### config.mk
export PLATFORM = sky130hd
export DESIGN_NAME = sram_async_ctrl
export DESIGN_NICKNAME = d
export VERILOG_FILES = /design/src/rtl/sram_ctrl_pkg.sv /design/src/rtl/sram_step_timer.sv /design/src/rtl/sram_bus_release.sv /design/src/rtl/sram_xfer_regs.sv /design/src/rtl/sram_async_ctrl.sv
export SDC_FILE = /design/constraint.sdc
export NUM_CORES = 1
export LEC_CHECK = 0
export ABC_AREA = 1
export BUFFER_PORTS_ARGS = -buffer_cell sky130_fd_sc_hd__buf_4
export CAP_MARGIN = 30
export CORE_MARGIN = 2
export CORE_UTILIZATION = 48
export DETAILED_ROUTE_END_ITERATION = 10
export PLACE_DENSITY = 0.82
export SLEW_MARGIN = 20
export SYNTH_ARGS = -nofsm -noshare
export SYNTH_HDL_FRONTEND = slang
export SYNTH_SLANG_ARGS = --single-unit
### constraint.sdc
create_clock -name clk -period 2 [get_ports clk]
set_clock_uncertainty 0.2 [all_clocks]
set_input_delay 0.5 -clock clk [delete_from_list [all_inputs] [get_ports clk]]
set_output_delay 0.5 -clock clk [all_outputs]
set_load 0.05 [all_outputs]
### src/rtl/sram_ctrl_pkg.sv
package sram_ctrl_pkg;

    typedef enum logic [2:0] {
        ST_IDLE     = 3'd0,
        ST_RD_WAIT  = 3'd1,
        ST_WR_TURN  = 3'd2,
        ST_WR_PULSE = 3'd3,
        ST_WR_HOLD  = 3'd4
    } ctrl_state_e;

    // nanoseconds to whole clock cycles, rounded up, never below one
    function automatic int unsigned ns_to_cyc(input int unsigned ns,
                                              input int unsigned period);
        int unsigned c;
        c = (ns + period - 1) / period;
        return (c == 0) ? 1 : c;
    endfunction

    function automatic int unsigned umax(input int unsigned a,
                                         input int unsigned b);
        return (a > b) ? a : b;
    endfunction

endpackage

### src/rtl/sram_step_timer.sv
module sram_step_timer #(
    parameter int unsigned CNT_W = 3
) (
    input  logic             clk,
    input  logic             rst_n,
    input  logic             load,
    input  logic [CNT_W-1:0] load_val,
    output logic             expired
);

    logic [CNT_W-1:0] cnt_q;

    always_ff @(posedge clk or negedge rst_n) begin
        if (!rst_n) begin
            cnt_q <= '0;
        end else if (load) begin
            cnt_q <= load_val;
        end else if (cnt_q != '0) begin
            cnt_q <= cnt_q - 1'b1;
        end
    end

    assign expired = (cnt_q == '0);

endmodule

### src/rtl/sram_bus_release.sv
module sram_bus_release #(
    parameter int unsigned TURN_CYC = 3
) (
    input  logic clk,
    input  logic rst_n,
    input  logic oe_n,
    output logic bus_free
);

    localparam int unsigned W = $clog2(TURN_CYC + 1);
    localparam logic [W-1:0] TURN_V = W'(TURN_CYC);

    logic [W-1:0] hi_cnt_q;

    // counts cycles with output enable released, saturating at TURN_V
    always_ff @(posedge clk or negedge rst_n) begin
        if (!rst_n) begin
            hi_cnt_q <= TURN_V;
        end else if (!oe_n) begin
            hi_cnt_q <= '0;
        end else if (hi_cnt_q < TURN_V) begin
            hi_cnt_q <= hi_cnt_q + 1'b1;
        end
    end

    assign bus_free = (hi_cnt_q >= TURN_V);

endmodule

### src/rtl/sram_xfer_regs.sv
module sram_xfer_regs #(
    parameter int unsigned ADDR_W = 20,
    parameter int unsigned DATA_W = 8
) (
    input  logic              clk,
    input  logic              rst_n,
    input  logic              accept,
    input  logic [ADDR_W-1:0] req_addr,
    input  logic [DATA_W-1:0] req_wdata,
    input  logic              capture,
    input  logic [DATA_W-1:0] mem_dq_in,
    output logic [ADDR_W-1:0] addr_q,
    output logic [DATA_W-1:0] wdata_q,
    output logic [DATA_W-1:0] rdata_q,
    output logic              rvalid_q
);

    always_ff @(posedge clk or negedge rst_n) begin
        if (!rst_n) begin
            addr_q  <= '0;
            wdata_q <= '0;
        end else if (accept) begin
            addr_q  <= req_addr;
            wdata_q <= req_wdata;
        end
    end

    always_ff @(posedge clk or negedge rst_n) begin
        if (!rst_n) begin
            rdata_q  <= '0;
            rvalid_q <= 1'b0;
        end else begin
            rvalid_q <= capture;
            if (capture) begin
                rdata_q <= mem_dq_in;
            end
        end
    end

endmodule

### src/rtl/sram_async_ctrl.sv
module sram_async_ctrl
    import sram_ctrl_pkg::*;
#(
    parameter int unsigned ADDR_W        = 20,
    parameter int unsigned DATA_W        = 8,
    parameter int unsigned CLK_PERIOD_NS = 10,
    parameter int unsigned T_RC_NS       = 55,
    parameter int unsigned T_AA_NS       = 55,
    parameter int unsigned T_OE_NS       = 30,
    parameter int unsigned T_WC_NS       = 55,
    parameter int unsigned T_WP_NS       = 30,
    parameter int unsigned T_AW_NS       = 40,
    parameter int unsigned T_DW_NS       = 25,
    parameter int unsigned T_OHZ_NS      = 25
) (
    input  logic              clk,
    input  logic              rst_n,
    input  logic              req_valid,
    output logic              req_ready,
    input  logic              req_write,
    input  logic [ADDR_W-1:0] req_addr,
    input  logic [DATA_W-1:0] req_wdata,
    output logic              rsp_valid,
    output logic [DATA_W-1:0] rsp_rdata,
    output logic [ADDR_W-1:0] mem_addr,
    output logic              mem_ce_n,
    output logic              mem_ce,
    output logic              mem_we_n,
    output logic              mem_oe_n,
    output logic [DATA_W-1:0] mem_dq_out,
    input  logic [DATA_W-1:0] mem_dq_in,
    output logic              mem_dq_oe
);

    // read window: access, output-enable and cycle minimums
    localparam int unsigned RD_CYC = umax(umax(ns_to_cyc(T_AA_NS, CLK_PERIOD_NS),
                                               ns_to_cyc(T_OE_NS, CLK_PERIOD_NS)),
                                          ns_to_cyc(T_RC_NS, CLK_PERIOD_NS));
    // write strobe: width, data setup, address-to-end minimums
    localparam int unsigned PULSE_CYC = umax(umax(ns_to_cyc(T_WP_NS, CLK_PERIOD_NS),
                                                  ns_to_cyc(T_DW_NS, CLK_PERIOD_NS)),
                                             ns_to_cyc(T_AW_NS, CLK_PERIOD_NS));
    localparam int unsigned WC_CYC    = ns_to_cyc(T_WC_NS, CLK_PERIOD_NS);
    // one turn cycle and one idle cycle always precede the next address change
    localparam int unsigned HOLD_CYC  = (WC_CYC > PULSE_CYC + 2) ?
                                        (WC_CYC - PULSE_CYC - 2) : 1;
    localparam int unsigned TURN_CYC  = ns_to_cyc(T_OHZ_NS, CLK_PERIOD_NS);
    localparam int unsigned CNT_MAX   = umax(umax(RD_CYC, PULSE_CYC), HOLD_CYC);
    localparam int unsigned CNT_W     = $clog2(CNT_MAX + 1);

    localparam logic [CNT_W-1:0] RD_LD    = CNT_W'(RD_CYC - 1);
    localparam logic [CNT_W-1:0] PULSE_LD = CNT_W'(PULSE_CYC - 1);
    localparam logic [CNT_W-1:0] HOLD_LD  = CNT_W'(HOLD_CYC - 1);

    ctrl_state_e      state_q;
    ctrl_state_e      state_d;
    logic             tmr_load;
    logic [CNT_W-1:0] tmr_val;
    logic             tmr_expired;
    logic             bus_free;
    logic             accept;
    logic             capture;

    sram_step_timer #(
        .CNT_W (CNT_W)
    ) timer_i (
        .clk      (clk),
        .rst_n    (rst_n),
        .load     (tmr_load),
        .load_val (tmr_val),
        .expired  (tmr_expired)
    );

    sram_bus_release #(
        .TURN_CYC (TURN_CYC)
    ) release_i (
        .clk      (clk),
        .rst_n    (rst_n),
        .oe_n     (mem_oe_n),
        .bus_free (bus_free)
    );

    sram_xfer_regs #(
        .ADDR_W (ADDR_W),
        .DATA_W (DATA_W)
    ) regs_i (
        .clk       (clk),
        .rst_n     (rst_n),
        .accept    (accept),
        .req_addr  (req_addr),
        .req_wdata (req_wdata),
        .capture   (capture),
        .mem_dq_in (mem_dq_in),
        .addr_q    (mem_addr),
        .wdata_q   (mem_dq_out),
        .rdata_q   (rsp_rdata),
        .rvalid_q  (rsp_valid)
    );

    // state register
    always_ff @(posedge clk or negedge rst_n) begin
        if (!rst_n) begin
            state_q <= ST_IDLE;
        end else begin
            state_q <= state_d;
        end
    end

    // transitions: ACCEPT_RD, ACCEPT_WR, RD_DONE, BUS_FREE, PULSE_DONE, HOLD_DONE
    always_comb begin
        state_d  = state_q;
        tmr_load = 1'b0;
        tmr_val  = '0;
        accept   = 1'b0;
        capture  = 1'b0;
        unique case (state_q)
            ST_IDLE: begin
                if (req_valid) begin
                    accept = 1'b1;
                    if (req_write) begin
                        state_d = ST_WR_TURN;
                    end else begin
                        state_d  = ST_RD_WAIT;
                        tmr_load = 1'b1;
                        tmr_val  = RD_LD;
                    end
                end
            end
            ST_RD_WAIT: begin
                if (tmr_expired) begin
                    capture = 1'b1;
                    state_d = ST_IDLE;
                end
            end
            ST_WR_TURN: begin
                if (bus_free) begin
                    state_d  = ST_WR_PULSE;
                    tmr_load = 1'b1;
                    tmr_val  = PULSE_LD;
                end
            end
            ST_WR_PULSE: begin
                if (tmr_expired) begin
                    state_d  = ST_WR_HOLD;
                    tmr_load = 1'b1;
                    tmr_val  = HOLD_LD;
                end
            end
            ST_WR_HOLD: begin
                if (tmr_expired) begin
                    state_d = ST_IDLE;
                end
            end
            default: begin
                state_d = ST_IDLE;
            end
        endcase
    end

    // Moore outputs
    always_comb begin
        req_ready = 1'b0;
        mem_ce_n  = 1'b0;
        mem_ce    = 1'b1;
        mem_we_n  = 1'b1;
        mem_oe_n  = 1'b1;
        mem_dq_oe = 1'b0;
        unique case (state_q)
            ST_IDLE: begin
                req_ready = 1'b1;
                mem_ce_n  = 1'b1;
                mem_ce    = 1'b0;
            end
            ST_RD_WAIT: begin
                mem_oe_n = 1'b0;
            end
            ST_WR_TURN: begin
                mem_oe_n = 1'b1;
            end
            ST_WR_PULSE: begin
                mem_we_n  = 1'b0;
                mem_dq_oe = 1'b1;
            end
            ST_WR_HOLD: begin
                mem_dq_oe = 1'b1;
            end
            default: begin
                mem_ce_n = 1'b1;
                mem_ce   = 1'b0;
            end
        endcase
    end

endmodule

Word-level counts from Yosys, hierarchy flattened

Index checks and enable logic that the tools add are counted.

Register bits: 45
Input bits: 40
Output and inout bits: 43
Logic and storage cells: 56

$add $sub $neg: 2
$lt $le $gt $ge: 2
Eq/ne operators: 8
Mux-type cells: 28
Reductions and logical operators: 9

Operators by type and width:

| operator                                                               | count |
|---|---|
| 3-bit 2-to-1 mux                                                       | 8 |
| 1-bit 2-to-1 mux                                                       | 13 |
| 3-bit one-hot mux with 4 select lines                                  | 1 |
| 2-bit 2-to-1 mux                                                       | 4 |
| 3-bit by 2-bit equality test with 1-bit output (second input constant) | 2 |
| 3-bit logical NOT                                                      | 2 |
| 3-bit one-hot mux with 2 select lines                                  | 1 |
| 2-bit by 1-bit != test with 1-bit output (second input constant)       | 2 |
| 2-bit != test (second input constant)                                  | 2 |
| 4-bit AND reduction                                                    | 1 |
| 2-bit nonzero test                                                     | 2 |
| 2-bit OR reduction                                                     | 2 |
| 4-bit OR reduction                                                     | 1 |
| 3-bit by 1-bit equality test with 1-bit output (second input constant) | 1 |
| 3-bit equality test (second input constant)                            | 1 |
| 1-bit one-hot mux with 3 select lines                                  | 1 |
| 3-bit nonzero test                                                     | 1 |
| 3-bit by 1-bit subtractor with 3-bit output (second input constant)    | 1 |
| 2-bit by 1-bit adder with 2-bit output (second input constant)         | 1 |
| 2-bit >= comparator (second input constant)                            | 1 |
| 2-bit < comparator (second input constant)                             | 1 |

Depth between registers and ports, before layout

Gate-level depths: netlist of the first run.

Word-level depth: 4
Gate-level depth with buffers: 10
Gate-level depth less buffers: 10

By module

A second synthesis of the first run with hierarchy kept.

Cell total of the unflattened synthesis: 242
Area total of the unflattened synthesis: 1990.7 µm²

By module, submodules not included:

| module           | times used | cells an instance | area an instance (µm²) | seq. area each (µm²) |
|---|---|---|---|---|
| sram_xfer_regs   | 1          | 153               | 1400.1                 | 925.9 |
| sram_async_ctrl  | 1          | 46                | 282.8                  | 75.1 |
| sram_step_timer  | 1          | 32                | 207.7                  | 75.1 |
| sram_bus_release | 1          | 11                | 100.1                  | 52.6 |

Worst setup path before layout of the first run

No wires, ideal clock.

Kind: reg-to-output
Start point: reg state_q[0]
End point: out mem_ce
Arrival time: 2536 ps
Required time: 1300 ps
Slack: -1236 ps
Cell stages (with the launch flop): 7
Buffers on the path: 0
Cell sequence: dfrtp_1 inv_2 nor2_4 nand2_4 inv_1 nor3_1 inv_1

Cells in the longest elaborated chain, start to end: 3
Elaborated cells on any way between the ends: 6
Those cells by class: eq/ne: 4; mux: 1; reduce/logical: 1

RTL lines:

| element                                           | line                   | text |
|---|---|---|
| from (decl)                                       | sram_async_ctrl.sv:55  | `ctrl_state_e state_q;` |
| from (signal assigned)                            | sram_async_ctrl.sv:105 | `state_q <= state_d;` |
| 3-bit equality test, or another cell as far along | sram_async_ctrl.sv:168 | `unique case (state_q)` |
| 4-bit OR reduction (no source line) *             | n/a                    |  |
| 1-bit 2-to-1 mux *                                | sram_async_ctrl.sv:168 |  |
| to (decl)                                         | sram_async_ctrl.sv:27  | `output logic mem_ce,` |

Every way passes the cells marked *; elsewhere a longest branch is shown, timed or not.

Worst setup path after layout of the first run

Ends and elaborated chain as after synthesis.

==> results of run 1 <==
-- power by group --
part / switching, mW / internal [mW] / total (mW) / leakage [nW]
clock network: 0.294 / 0.273 / 0.567 / 0.0433
logic: 2.80 / 1.30 / 4.10 / 1.09
registers: 0.265 / 1.37 / 1.63 / 0.548
-- repair_timing --
item / CTS / global route
setup buffers: 11 / 0
pin swaps: 4 / 1
endpoints found under the hold margin: 0 / 0
setup endpoints to repair: 6 / 6
gates resized for setup: 22 / 3
-- logic make-up (layout without fill, tap and decap cells) --
kind of cell,after synthesis,in the layout
AO/OA/AOI/OAI,5,5
XOR/XNOR,2,2
adder cells (fa/ha/maj),3,3
buffers and inverters,27,121
flip-flops,45,45
AND/OR/NAND/NOR,153,153
-- Yosys cell counts --
| cell | number |
|---|---|
| nand2_1 | 99 |
| dfrtp_1 | 43 |
| nand3_1 | 25 |
| inv_1 | 11 |
| nand3_2 | 11 |
| inv_2 | 5 |
| nor2_1 | 4 |
| buf_6 | 3 |
| ha_1 | 3 |
| nand2_2 | 3 |
| nand2_4 | 3 |
| nor2_4 | 3 |
| buf_12 | 2 |
| buf_4 | 2 |
| dfstp_2 | 2 |
| inv_4 | 2 |
| o211ai_1 | 2 |
| o21ai_1 | 2 |
| buf_2 | 1 |
| clkbuf_4 | 1 |
| nand3_4 | 1 |
| nand4_1 | 1 |
| nor2_2 | 1 |
| nor2_8 | 1 |
| nor3_1 | 1 |
| o21ai_0 | 1 |
| xnor2_1 | 1 |
| xor2_1 | 1 |
-- flip-flops by register name, summed over array words and instances, names as in the netlist --
signal,cells
release_i.hi_cnt_q,2
timer_i.cnt_q,3
state_q,3
regs_i.addr_q,20
regs_i.wdata_q,8
regs_i.rdata_q,8
regs_i.rvalid_q,1
-- final cells by class --
type / count / area (sq um) / share of cell area (%)
Clock inverter: 1 / 7.51 / 0.247
Multi-Input combinational cell: 163 / 898 / 29.6
Sequential cell: 45 / 1130 / 37.2
Inverter: 18 / 82.6 / 2.72
Timing Repair Buffer: 96 / 769 / 25.3
Tap cell: 52 / 65.1 / 2.14
Clock buffer: 6 / 82.6 / 2.72
-- placed cells by master, fill, tap and decap left out, drive strengths merged --
cell and instances:
clkinvlp 1, ha 3, o211ai 2, o21ai 3, xor2 1, buf 96
nand4 1, nand3 37, dfstp 2, nor2 9, nor3 1, clkbuf 6
xnor2 1, dfrtp 43, inv 18, nand2 105
-- stage by stage --
step	setup WS (ps)	hold slack (ps)	utilization (%)	power, mW
2_1_floorplan	-331	4.41	-	4.47
3_3_place_gp	156	255	64.3	5.30
3_5_place_dp	121	259	64.3	5.38
4_1_cts	-49.7	15.5	70.0	6.26
5_1_grt	-142	36.3	70.2	6.68
6_report	-75.5	0.444	70.2	6.30
-- worst reg2reg max path, stage by stage, from the launching register on --
cell,delay (ps)
dfrtp_2,490
buf_4,180
nor2_4,90
nand2_2,80
inv_6,70
buf_4,170
buf_4,310
nand3_1,140
nand2_1,100
-- path summary, 6_finish.rpt --
| kind | end | start | cells after the start |
|---|---|---|---|
| min in group clk | regs_i.rdata_q[0] | mem_dq_in[0] | 3 |
| max in group asynchronous | state_q[0] | rst_n | 1 |
| max | mem_ce | state_q[0] | 7 |
| max reg2reg | regs_i.addr_q[11] | state_q[2] | 8 |
| min reg2reg | regs_i.wdata_q[3] | regs_i.wdata_q[3] | 2 |
| min | regs_i.addr_q[13] | rst_n | 1 |
-- routing by layer --
| layer | GRT usage (%) | share of wire, % | wire, um | up-vias |
|---|---|---|---|---|
| met5 | 0 | 0 | 0 | - |
| met4 | 6.71 | 1.2 | 67 | 0 |
| met3 | 5.84 | 6.1 | 341 | 8 |
| met2 | 40.6 | 54 | 2980 | 66 |
| met1 | 28.7 | 39 | 2160 | 956 |
| li1 | - | - | - | 922 |
==> metrics.cfg, run 1 <==
[setup_path]
critPathTopFamily=buffers and inverters
rrSetupSlack_ps=110
critPathKind=reg2out
cp_cell_sequence=inv_4, buf_4, nand3_2, inv_2, nor3_4, inv_1, buf_6
cp_num_buf_inv=5
max_stage_delay_ps=400
arrival_ps=1380
critical_path.slowest_cell=dfrtp_2
worstPathRequired_ps=1300
worst_setup_path_end_kind=output pin
worstPathMaxFanout=2
cp-start-kind=flop

[floorplanning]
die_h_um=70.9
fp.dieW_um=70.9
dieArea_sq_um=5030
start_util_pct=49.7
placementRows=24
io_pins=83
core_sq_um=4320

[outcome]
violations=negative setup slack
status=finished with violations

[cts]
htree_levels=2
numCtsBuffers=5
clkTransAtPathRegs_ps=80
cts_hold_buf=0
cts.sinks=45
clockRootBuffer=clkbuf_8
insertion_delay_ps=290
cts_tree=yes
ctsLongestPathBuffers=2

[power]
power.density_nw_per_um2=2070
leakage_nw=1.68
ir_drop_mv=1.05

[timing]
max_freq_ghz=0.482
timing.slew.headroom_pct=62.0
setup_violations=5
fin_crit_ps=2080
fin_setup_tns_ps=-206
worst_pin_slew_ps=570
slew_viol_final=0
hold_viol=0
rsz0062_at_grt=yes
setup_slack_ps=-75.5
fin_crit_sh_pct=104

[finish]
final_area_sq_um=3040
fillers=361
antenna_cells=0
syn2layout_area_growth_pct=41.2
layout-drive-gt1-share_pct=43.5
nets=372
final_cell_count_no_fill=381

[global_route]
antenna_found_initial=0
grt_pass1_wl_um=9350
grt_overflow=0
grt_usage_pct=23.3
first_global_vias=1977
grt_max_degree=46

[detailed_routing]
wl_per_cell_um=14.6
avgViaCountPerCell=5.12
vias=1952
drt_iter0_drc=139
routed_wl_um=5550
drtAntennaViolNets=0
remaining_drc_errors=0
firstDrtPassIters=4

[synthesis]
yosys.area_share.simple_pct=35.5
syn_inst=235
synth_xor_area_share_pct=0.814
synthAdderAreaFrac_pct=1.75
synthMuxAreaShare_pct=0
ys_types=28
synth_top_family_by_area=simple AND/OR/NAND/NOR gates
synth.yosys.warnings=0
avgSynthCellArea_sq_um=9.15
yosysTopAreaCell=dfrtp_1
syn_nets=278
syn_area_sq_um=2150
seq_area_frac_synth_pct=52.5
ys_ff_latch=45
synth_area_leaders=dfrtp_1 50%, nand2_1 17%, nand3_1 5.8%
synth_compound_area_share_pct=1.40
yosysTopAreaCellShare_pct=50.0

[min_path]
min_path_type=in2async

[placement]
portBuffers=82
dpl.hpwl_um=3560
place_congestion=0.876
dp.cells=363
placed_area_sq_um=2780

[job]
maxCapViolCount=0

No activity file was read; power rests on OpenSTA's default activity.
==> run 2, diff against run 1 <==
--- a/config.mk
+++ b/config.mk
@@ -5,13 +5,13 @@
 export SDC_FILE = /design/constraint.sdc
 export NUM_CORES = 1
 export LEC_CHECK = 0
-export ABC_AREA = 1
+export ABC_AREA = 0
 export BUFFER_PORTS_ARGS = -buffer_cell sky130_fd_sc_hd__buf_4
 export CAP_MARGIN = 30
 export CORE_MARGIN = 2
 export CORE_UTILIZATION = 48
 export DETAILED_ROUTE_END_ITERATION = 10
-export PLACE_DENSITY = 0.82
+export PLACE_DENSITY = 0.83
 export SLEW_MARGIN = 20
 export SYNTH_ARGS = -nofsm -noshare
 export SYNTH_HDL_FRONTEND = slang
==> run 2 against run 1 <==
The run still ends with negative setup slack left. Final area is 3.7% lower. Global-route usage down 3.6 points. Maximum frequency up 1.6%. Area after synthesis is 5.4% lower. Core utilization increased by 2.3 points. Non-clock buffer count down 1. Wire length is 25% lower. Setup slack gained 33 ps. Final cell count fell by 25%. Sequential share of layout area is 1.5 points higher. Clock-buffer cell count stayed put. First-iteration DRC count decreased by 24%. Critical path type unchanged. Critical endpoint is now mem_ce_n.
==> metrics.cfg, run 2 <==
[detailed_routing]
routed_wl_um=4180  ; was 5550 um
wl_per_cell_um=14.6  ; about the same
avgViaCountPerCell=4.92  ; was 5.12
remaining_drc_errors=0  ; unchanged
drt_iter0_drc=105  ; was 139
drtAntennaViolNets=0  ; unchanged
firstDrtPassIters=4  ; unchanged
vias=1406  ; was 1952

[synthesis]
yosysTopAreaCell=dfrtp_1  ; unchanged
synth_most_common_cell=dfrtp_1  ; was nand2_1
synth_enable_flop_cells=0  ; unchanged
syn_area_sq_um=2030  ; was 2150 sq um
ys_ff_latch=45  ; unchanged
ys_async_sr_fraction_pct=100  ; unchanged
seq_area_frac_synth_pct=55.5  ; was 52.5%
synth_common_cells=43 x dfrtp_1, 20 x mux2_4, 16 x mux2_2, 8 x nor2_1  ; was 99 x nand2_1, 43 x dfrtp_1, 25 x nand3_1, 11 x inv_1, 11 x nand3_2
avgSynthCellArea_sq_um=14.6  ; was 9.15 sq um
ys_types=30  ; was 28
synth.yosys.warnings=0  ; unchanged
synth_ff_type=dfrtp_1  ; unchanged
synth_area_leaders=dfrtp_1 53%, mux2_4 15%, mux2_2 8.9%  ; was dfrtp_1 50%, nand2_1 17%, nand3_1 5.8%
yosysTopAreaCellShare_pct=52.9  ; was 50.0%
syn_nets=182  ; was 278
syn_inst=139  ; was 235

[cts]
cts_tree=yes  ; unchanged
clockRootBuffer=clkbuf_8  ; unchanged
insertion_delay_ps=290  ; about the same
clkTransAtPathRegs_ps=80  ; about the same
ctsLongestPathBuffers=2  ; unchanged
cts.sinks=45  ; unchanged
htree_levels=2  ; unchanged
numCtsBuffers=5  ; unchanged

[global_route]
antenna_found_initial=0  ; unchanged
first_global_vias=1488  ; was 1977
grt_usage_pct=19.7  ; was 23.3%
grt_overflow=0  ; unchanged
grt_pass1_wl_um=7400  ; was 9350 um
grt_max_degree=46  ; unchanged

[floorplanning]
io_pins=83  ; unchanged
die_h_um=69.1  ; was 70.9 um
placementRows=23  ; was 24
dieArea_sq_um=4780  ; was 5030 sq um
fp.dieW_um=69.1  ; was 70.9 um
core_sq_um=4030  ; was 4320 sq um
start_util_pct=50.5  ; was 49.7%

[timing]
rsz0062_at_grt=yes  ; unchanged
timing.slew.headroom_pct=64.2  ; was 62.0%
worst_pin_slew_ps=537  ; was 570 ps
setup_slack_ps=-42.3  ; was -75.5 ps
hold_ws_ps=232  ; was 0.444 ps
max_freq_ghz=0.490  ; was 0.482 GHz
hold_viol=0  ; unchanged
fin_crit_ps=2040  ; was 2080 ps
slew_viol_final=0  ; unchanged
fin_crit_sh_pct=102  ; was 104%
setup_violations=1  ; was 5

[setup_path]
worstPathMaxFanout=3  ; was 2
arrival_ps=1340  ; was 1380 ps
worst_setup_path_end_kind=output pin  ; unchanged
critPathKind=reg2out  ; unchanged
rrSetupSlack_ps=150  ; was 110 ps
cp-start-kind=flop  ; unchanged
worstPathRequired_ps=1300  ; about the same

[finish]
final_util_pct=72.5  ; was 70.2%
nets=278  ; was 372
final_cell_count_no_fill=286  ; was 381
multi_input_area_sq_um=838  ; was 898 sq um
final_cell_mix=85 x buf_4, 40 x dfrtp_1, 20 x mux2_4  ; was 98 x nand2_1, 87 x buf_4, 41 x dfrtp_1
fillers=288  ; was 361
largest_reg_flops=20  ; unchanged
ff_latch_area_sq_um=1130  ; about the same
layout-drive-gt1-share_pct=65.3  ; was 43.5%
top_regs=regs_i.addr_q x20, regs_i.rdata_q x8, regs_i.wdata_q x8  ; unchanged
antenna_cells=0  ; unchanged
largest_register=regs_i.addr_q  ; unchanged
final_common_cell=buf_4  ; was nand2_1
syn2layout_area_growth_pct=43.7  ; was 41.2%

[placement]
pre_cts_ws_ps=81.7  ; was 121 ps
portBuffers=82  ; unchanged
place_congestion=0.828  ; was 0.876
dpl.hpwl_um=2980  ; was 3560 um
dp.cells=270  ; was 363

[min_path]
min_path_type=in2reg  ; was in2async

[outcome]
violations=negative setup slack  ; unchanged
status=finished with violations  ; unchanged

[job]
maxCapViolCount=0  ; unchanged

==> run 2: cell type report <==
class	instances	area share, %
Inverter	5	0.771
Timing Repair Buffer	95	26.4
Clock inverter	2	0.471
Clock buffer	6	2.83
Multi-Input combinational cell	83	28.7
Sequential cell	45	38.7
Tap cell	50	2.14
==> run 2: kinds of logic after synthesis <==
kind of cell / count (synthesis) / synth area share, %
flops: 45 / 55.5
mux: 38 / 24.6
simple gates: 30 / 8.80
buf+inv: 11 / 5.35
compound gates: 10 / 3.08
fa+ha+maj: 3 / 1.85
xor+xnor: 2 / 0.861
==> run 2: final timing paths <==
path                             startpoint                 to  cells after the start
max                              state_q[0]           mem_ce_n                      4
min reg2reg                timer_i.cnt_q[1]   timer_i.cnt_q[1]                      2
max reg2reg                      state_q[2]  regs_i.wdata_q[5]                      5
min                            req_addr[11]  regs_i.addr_q[11]                      2
max in group asynchronous             rst_n         state_q[2]                      2
min in group asynchronous             rst_n   regs_i.addr_q[5]                      2
==> run 2: layer usage <==
metal  track usage (%)  routed length, um  vias to the layer above
met2              30.0               1950                       60
met5                 0                  0                        -
met4              6.54                 84                        0
li1                  -                  -                      667
met1              27.1               1860                      670
met3              5.85                293                        9
==> run 2: critical path: stages, from the launching register on <==
cell and delay [ps]:
dfrtp_2 440, nor2_4 190, xnor2_4 150, clkinvlp_4 110
buf_6 150
==> run 2: timing repair <==
item	in CTS	in global routing
buffers inserted	7	0
resized for setup	12	2
endpoints found under the setup margin	6	14
hold buffers	1	0
endpoints found under the hold margin	14	0
pin swaps	3	1
==> run 2: per-stage QoR <==
stage / instance area [sq um] / TNS, ps
finish: 2920 / -42.3
global route: 2920 / -327
CTS: 2920 / -58.2
detailed placement: 2720 / 0
global placement: 2720 / 0
floorplan: 2080 / -1910
Power of run 2 is not shown: default switching activity piles up to over one toggle a cycle in this logic, so the estimate is an artifact.
